$ cat src/rtl/bpc_pkg.sv
package bpc_pkg;
  typedef enum logic [1:0] {
    BR_SEQ  = 2'd0,
    BR_COND = 2'd1,
    BR_CALL = 2'd2,
    BR_JUMP = 2'd3
  } br_class_e;

  typedef enum logic [2:0] {
    CND_LOW_CLR = 3'd0,
    CND_LOW_SET = 3'd1,
    CND_EQ      = 3'd2,
    CND_NE      = 3'd3,
    CND_LT      = 3'd4,
    CND_LE      = 3'd5,
    CND_GE      = 3'd6,
    CND_GT      = 3'd7
  } br_cond_e;

  localparam int unsigned ALIGN_BITS = 2;
endpackage

$ cat src/rtl/bpc_cond_eval.sv
module bpc_cond_eval #(
  parameter int unsigned XLEN = 64
) (
  input  logic [2:0]      cond_i,
  input  logic [XLEN-1:0] val_i,
  output logic            hit_o
);
  import bpc_pkg::*;

  logic neg, zero;
  br_cond_e cnd;

  assign neg  = val_i[XLEN-1];
  assign zero = ~|val_i;
  assign cnd  = br_cond_e'(cond_i);

  always_comb begin
    unique case (cnd)
      CND_LOW_CLR: hit_o = ~val_i[0];
      CND_LOW_SET: hit_o = val_i[0];
      CND_EQ:      hit_o = zero;
      CND_NE:      hit_o = ~zero;
      CND_LT:      hit_o = neg;
      CND_LE:      hit_o = neg | zero;
      CND_GE:      hit_o = ~neg;
      CND_GT:      hit_o = ~neg & ~zero;
      default:     hit_o = 1'b0;
    endcase
  end
endmodule

$ cat src/rtl/bpc_target_gen.sv
module bpc_target_gen #(
  parameter int unsigned XLEN   = 64,
  parameter int unsigned DISP_W = 21
) (
  input  logic [XLEN-1:0]   pc_i,
  input  logic [DISP_W-1:0] disp_i,
  output logic [XLEN-1:0]   seq_o,
  output logic [XLEN-1:0]   tgt_o
);
  import bpc_pkg::*;

  localparam int unsigned EXT_W = XLEN - DISP_W - ALIGN_BITS;
  localparam logic [XLEN-1:0] INSN_BYTES = XLEN'(1 << ALIGN_BITS);

  logic [XLEN-1:0] offset;

  // word displacement, sign-extended and scaled to bytes
  assign offset = {{EXT_W{disp_i[DISP_W-1]}}, disp_i, {ALIGN_BITS{1'b0}}};
  assign seq_o  = pc_i + INSN_BYTES;
  assign tgt_o  = seq_o + offset;
endmodule

$ cat src/rtl/bpc_pc_reg.sv
module bpc_pc_reg #(
  parameter int unsigned     XLEN      = 64,
  parameter logic [XLEN-1:0] RESET_VEC = '0
) (
  input  logic            clk_i,
  input  logic            rst_ni,
  input  logic            load_i,
  input  logic [XLEN-1:0] next_i,
  output logic [XLEN-1:0] pc_o
);
  import bpc_pkg::*;

  localparam logic [XLEN-1:0] RST_ALIGNED =
    {RESET_VEC[XLEN-1:ALIGN_BITS], {ALIGN_BITS{1'b0}}};

  logic [XLEN-ALIGN_BITS-1:0] pc_q;

  always_ff @(posedge clk_i or negedge rst_ni) begin
    if (!rst_ni)     pc_q <= RST_ALIGNED[XLEN-1:ALIGN_BITS];
    else if (load_i) pc_q <= next_i[XLEN-1:ALIGN_BITS];
  end

  assign pc_o = {pc_q, {ALIGN_BITS{1'b0}}};
endmodule

$ cat src/rtl/bpc_unit.sv
module bpc_unit #(
  parameter int unsigned     XLEN      = 64,
  parameter int unsigned     DISP_W    = 21,
  parameter int unsigned     REG_IDX_W = 5,
  parameter logic [XLEN-1:0] RESET_VEC = 64'h0000_0000_0001_0000
) (
  input  logic                 clk_i,
  input  logic                 rst_ni,
  input  logic                 en_i,
  input  logic [1:0]           class_i,
  input  logic [2:0]           cond_i,
  input  logic [XLEN-1:0]      test_val_i,
  input  logic [DISP_W-1:0]    disp_i,
  input  logic [XLEN-1:0]      jump_val_i,
  input  logic [REG_IDX_W-1:0] link_idx_i,
  output logic [XLEN-1:0]      pc_o,
  output logic                 taken_o,
  output logic                 link_we_o,
  output logic [XLEN-1:0]      link_val_o
);
  import bpc_pkg::*;

  localparam logic [REG_IDX_W-1:0] ZERO_REG = {REG_IDX_W{1'b1}};

  br_class_e       cls;
  logic            cond_hit, redirect, links;
  logic [XLEN-1:0] seq_pc, br_tgt, next_pc;

  assign cls = br_class_e'(class_i);

  bpc_cond_eval #(.XLEN(XLEN)) i_cond (
    .cond_i (cond_i),
    .val_i  (test_val_i),
    .hit_o  (cond_hit)
  );

  bpc_target_gen #(.XLEN(XLEN), .DISP_W(DISP_W)) i_tgt (
    .pc_i   (pc_o),
    .disp_i (disp_i),
    .seq_o  (seq_pc),
    .tgt_o  (br_tgt)
  );

  always_comb begin
    redirect = 1'b0;
    links    = 1'b0;
    next_pc  = seq_pc;
    unique case (cls)
      BR_SEQ:  ;
      BR_COND: begin
        redirect = cond_hit;
        if (cond_hit) next_pc = br_tgt;
      end
      BR_CALL: begin
        redirect = 1'b1;
        links    = 1'b1;
        next_pc  = br_tgt;
      end
      BR_JUMP: begin
        redirect = 1'b1;
        links    = 1'b1;
        next_pc  = jump_val_i; // low bits dropped in pc register
      end
      default: ;
    endcase
  end

  bpc_pc_reg #(.XLEN(XLEN), .RESET_VEC(RESET_VEC)) i_pc (
    .clk_i  (clk_i),
    .rst_ni (rst_ni),
    .load_i (en_i),
    .next_i (next_pc),
    .pc_o   (pc_o)
  );

  assign taken_o    = en_i & redirect;
  assign link_we_o  = en_i & links & (link_idx_i != ZERO_REG);
  assign link_val_o = seq_pc;
endmodule

$ cat config.mk
export PLATFORM = sky130hd
export DESIGN_NAME = bpc_unit
export DESIGN_NICKNAME = d
export VERILOG_FILES = /design/src/rtl/bpc_pkg.sv /design/src/rtl/bpc_cond_eval.sv /design/src/rtl/bpc_target_gen.sv /design/src/rtl/bpc_pc_reg.sv /design/src/rtl/bpc_unit.sv
export SDC_FILE = /design/constraint.sdc
export NUM_CORES = 1
export LEC_CHECK = 0
export ABC_CLOCK_PERIOD_IN_PS = 6000
export CAP_MARGIN = 10
export CORE_AREA = 2 2 140 142
export DETAILED_ROUTE_END_ITERATION = 16
export DIE_AREA = 0 0 142 144
export PLACE_DENSITY_LB_ADDON = 0.08
export SKIP_LAST_GASP = 1
export SYNTH_ARGS = -nofsm -noshare
export SYNTH_HDL_FRONTEND = slang
export SYNTH_SLANG_ARGS = --single-unit
$ cat constraint.sdc
create_clock -name clk_i -period 6 [get_ports clk_i]
set_input_delay 0.6 -clock clk_i [delete_from_list [all_inputs] [get_ports clk_i]]
set_output_delay 0.6 -clock clk_i [all_outputs]
set_load 0.01 [all_outputs]
==> results.py <==
metrics = {
    "finish": {
        "regArea_sq_um": 1550,
        "layout_common_cells": "clkdlybuf4s50_1 (281), nand2_1 (140), a21oi_1 (123)",
        "largest_reg_flops": 62,
        "final_common_cell": "clkdlybuf4s50_1",
        "fill_cells": 1754,
        "top_register": "i_pc.pc_q",
        "area_growth_pct": 38.1,
        "final_cells": 1739,
        "post-route-util_pct": 65.0,
        "reg.largest.list": "i_pc.pc_q (62)",
        "layout.nets": 1728,
        "drive_gt1_share_pct": 5.27,
        "multi_input_comb_area_sq_um": 7040,
    },
    "placement": {
        "numPortBuffers": 285,
        "place_congestion": 0.992,
        "place_ws_ps": 456,
        "dp_hpwl_um": 29300,
        "place_inst": 1720,
    },
    "worst_setup_path": {
        "timing.rr.start": "i_pc.pc_q[14]$_DFFE_PN1P_",
        "cp.depth": 19,
        "critical_path.cell_chain": "nand4_4 > nor4_4 > and3b_1 > nand2_1 > nor2_1 > nand3_1 > nor2_1 > xor2_1 > ha_1 > nand2_1 > o21ai_0 > a211oi_1 > o41a_1 > a31oi_1 > a21boi_0 > buf_4 > nor4bb_2 > mux2i_1 > o32ai_1",
        "crit_type": "reg -> reg",
        "crit_end": "i_pc.pc_q[61]$_DFFE_PN0P_",
        "cp_num_buf_inv": 1,
        "rr_worst_depth": 19,
        "startpoint": "i_pc.pc_q[14]$_DFFE_PN1P_",
        "cp-start-kind": "register",
        "endpoint_kind": "register",
        "path_max_fanout": 8,
        "cp_top_family": "simple AND/OR/NAND/NOR gates",
        "r2r_end": "i_pc.pc_q[61]$_DFFE_PN0P_",
        "reg2reg_slack_ps": 540,
        "max_stage_delay_ps": 620,
        "arrival_ps": 5710,
        "required_ps": 6250,
        "critPathSlowestCell": "dfstp_2",
    },
    "detailed_routing": {
        "wl_per_cell_um": 22.0,
        "route.detailed.drc": 0,
        "vias": 11000,
        "drtPass1Iterations": 6,
        "vias_per_cell": 6.33,
        "drt_iter0_drc": 930,
        "ant_nets": 0,
        "wl_um": 38200,
    },
    "floorplanning": {
        "fp.coreArea_sq_um": 19100,
        "fp.dieArea_sq_um": 20400,
        "fp.dieH_um": 144,
        "fp-row-count": 51,
        "initial_core_util_pct": 47.1,
        "num_io_pins": 292,
        "die-width_um": 142,
    },
    "synthesis": {
        "netlist_area_sq_um": 8980,
        "yosys.cell_types.count": 75,
        "yosys_warnings": 0,
        "ys_seq_area_share_pct": 17.3,
        "synthCells": 1233,
        "ys.flop_type": "dfrtp_1",
        "syn_avg_cell_area_sq_um": 7.28,
        "ys_seq_elements": 62,
        "synth-edff-count": 0,
        "ys_async_sr_fraction_pct": 100,
    },
    "cts": {
        "clkLatencyLatePin_ps": 350,
        "clock_path_buffers": 2,
        "cts_tree": "yes",
        "cts_sinks": 62,
        "root_buffer": "clkbuf_16",
        "clk_pin_slew_ps": 60,
        "numCtsBuffers": 9,
        "hold_buffers": 0,
        "htreeDepth": 3,
    },
    "grt": {
        "grt_max_degree": 66,
        "grt_pass1_wl_um": 58000,
        "antenna_found_initial": 2,
        "grt_remaining_overflow": 0,
        "grt_pass1_vias": 10300,
        "grt_util_all_layers_pct": 36.5,
    },
    "sta": {
        "report.final.slew_viol_count": 0,
        "worstMarginPinSlew_ps": 977,
        "clock.fmax_mhz": 183,
        "rsz0062_at_grt": "no",
        "report.final.setup_viol": 0,
        "finalCritPeriodShare_pct": 91.0,
        "layout_min_cycle_time_ps": 5460,
        "relSlewSlack_pct": 34.9,
        "hold_slack_ps": 460,
        "fin_worst_skew_ps": 11.5,
        "fin_ws_ps": 538,
        "hold_violations": 0,
        "setup_tns_ps": 0,
    },
    "outcome": {
        "outcome": "finished, final reports clean",
    },
    "power_and_ir_drop": {
        "power_leakage_nw": 4.95,
        "peakVddDrop_v": 0.000212,
        "powerDensity_nw_per_um2": 444,
    },
    "min_path": {
        "hold_path_class": "in -> async",
    },
    "run": {
        "maxCapViolations": 0,
    },
}
==> through the flow <==
stage          area [sq um]  total power, mW
2_1_floorplan          8990             3.24
3_3_place_gp          12100             4.79
3_5_place_dp          12100             4.82
4_1_cts               12400             5.43
5_1_grt               12400             5.86
6_report              12400             5.50
==> layer usage <==
metal / global-route usage [%] / wire length (um) / up-vias
met3: 6.39 / 3880 / 96
li1: - / - / 5122
met1: 48.4 / 15600 / 5159
met5: 0 / 0 / -
met4: 13.9 / 1330 / 0
met2: 59.4 / 17400 / 626
==> cells in the mapped netlist (4+ instances only) <==
cell,number,area share [%]
a211oi_1,6,0.50
a21boi_0,5,0.42
a21o_1,29,2.4
a21oi_1,123,6.9
a221o_1,4,0.45
a221oi_1,10,0.98
a222oi_1,8,0.89
a22oi_1,11,0.92
a31oi_1,11,0.77
and2_1,10,0.70
and3_1,16,1.1
and4_1,4,0.39
buf_2,5,0.28
buf_4,4,0.33
clkbuf_1,55,2.3
dfrtp_1,61,17
ha_1,72,10
inv_1,37,1.5
mux2_2,4,0.50
mux2i_1,10,1.1
nand2_1,140,5.9
nand2b_1,12,0.84
nand3_1,45,2.5
nand4_1,46,3.2
nor2_1,81,3.4
nor2b_1,11,0.77
nor3_1,28,1.6
nor4_1,26,1.8
o211ai_1,16,1.3
o21a_1,10,0.84
o21ai_0,101,5.6
o21bai_1,16,1.3
o221ai_1,12,1.2
o31ai_1,12,1.0
o41ai_1,4,0.39
or2_2,7,0.49
or3_1,5,0.35
xnor2_1,79,7.7
xor2_1,44,4.3
==> worst reg2reg max path: stages, from the launching register on <==
cell and delay (ps):
dfstp_2 620, nand4_4 180, nor4_4 420, and3b_1 340, nand2_1 170, nor2_1 260, nand3_1 200, nor2_1 150
xor2_1 310, ha_1 320, nand2_1 70, o21ai_0 380, a211oi_1 110, o41a_1 390, a31oi_1 310, a21boi_0 160
buf_4 190, nor4bb_2 410, mux2i_1 140, o32ai_1 260
==> layout make-up <==
cell class | count | area share [%]
multi-input combinational | 1070 | 56.8
clock inverter | 3 | 0.323
tap | 238 | 2.40
clock buffer | 13 | 2.26
inverter | 37 | 1.12
antenna | 3 | 0.0605
sequential | 62 | 12.5
timing repair buffer | 313 | 24.5
==> how the worst min path moves through the flow <==
stage | startpoint | to | slack [ps]
floorplan | rst_ni | i_pc.pc_q[0]$_DFFE_PN0P_ | 300
global placement | i_pc.pc_q[1]$_DFFE_PN0P_ | i_pc.pc_q[1]$_DFFE_PN0P_ | 550
detailed placement | i_pc.pc_q[8]$_DFFE_PN0P_ | i_pc.pc_q[8]$_DFFE_PN0P_ | 560
CTS | rst_ni | i_pc.pc_q[52]$_DFFE_PN0P_ | 500
global route | rst_ni | i_pc.pc_q[53]$_DFFE_PN0P_ | 550
finish | rst_ni | i_pc.pc_q[52]$_DFFE_PN0P_ | 460
==> timing repair <==
item                                    in CTS  in global routing
endpoints found under the setup margin       0                  1
resized for setup                            0                  1
setup buffers                                0                  0
==> kinds of logic (layout without fill, tap and decap cells) <==
logic type	Yosys count	count (layout)	share of synthesized area (%)
other cells	1	7	0.0418
mux	17	17	2.37
simple gates	451	451	25.2
buf+inv	104	366	4.58
fa+ha+maj	73	73	10.3
xor+xnor	124	124	12.2
compound gates	401	401	28.1
flops	62	62	17.3
==> power breakdown <==
part	total (mW)	switching (mW)	leakage, nW	internal [mW]
Clock	0.593	0.227	0.162	0.367
Sequential	0.901	0.310	0.753	0.590
Combinational	4.01	2.16	4.04	1.85
Total	5.50	2.70	4.95	2.80
(Power assumes the default switching activity.)
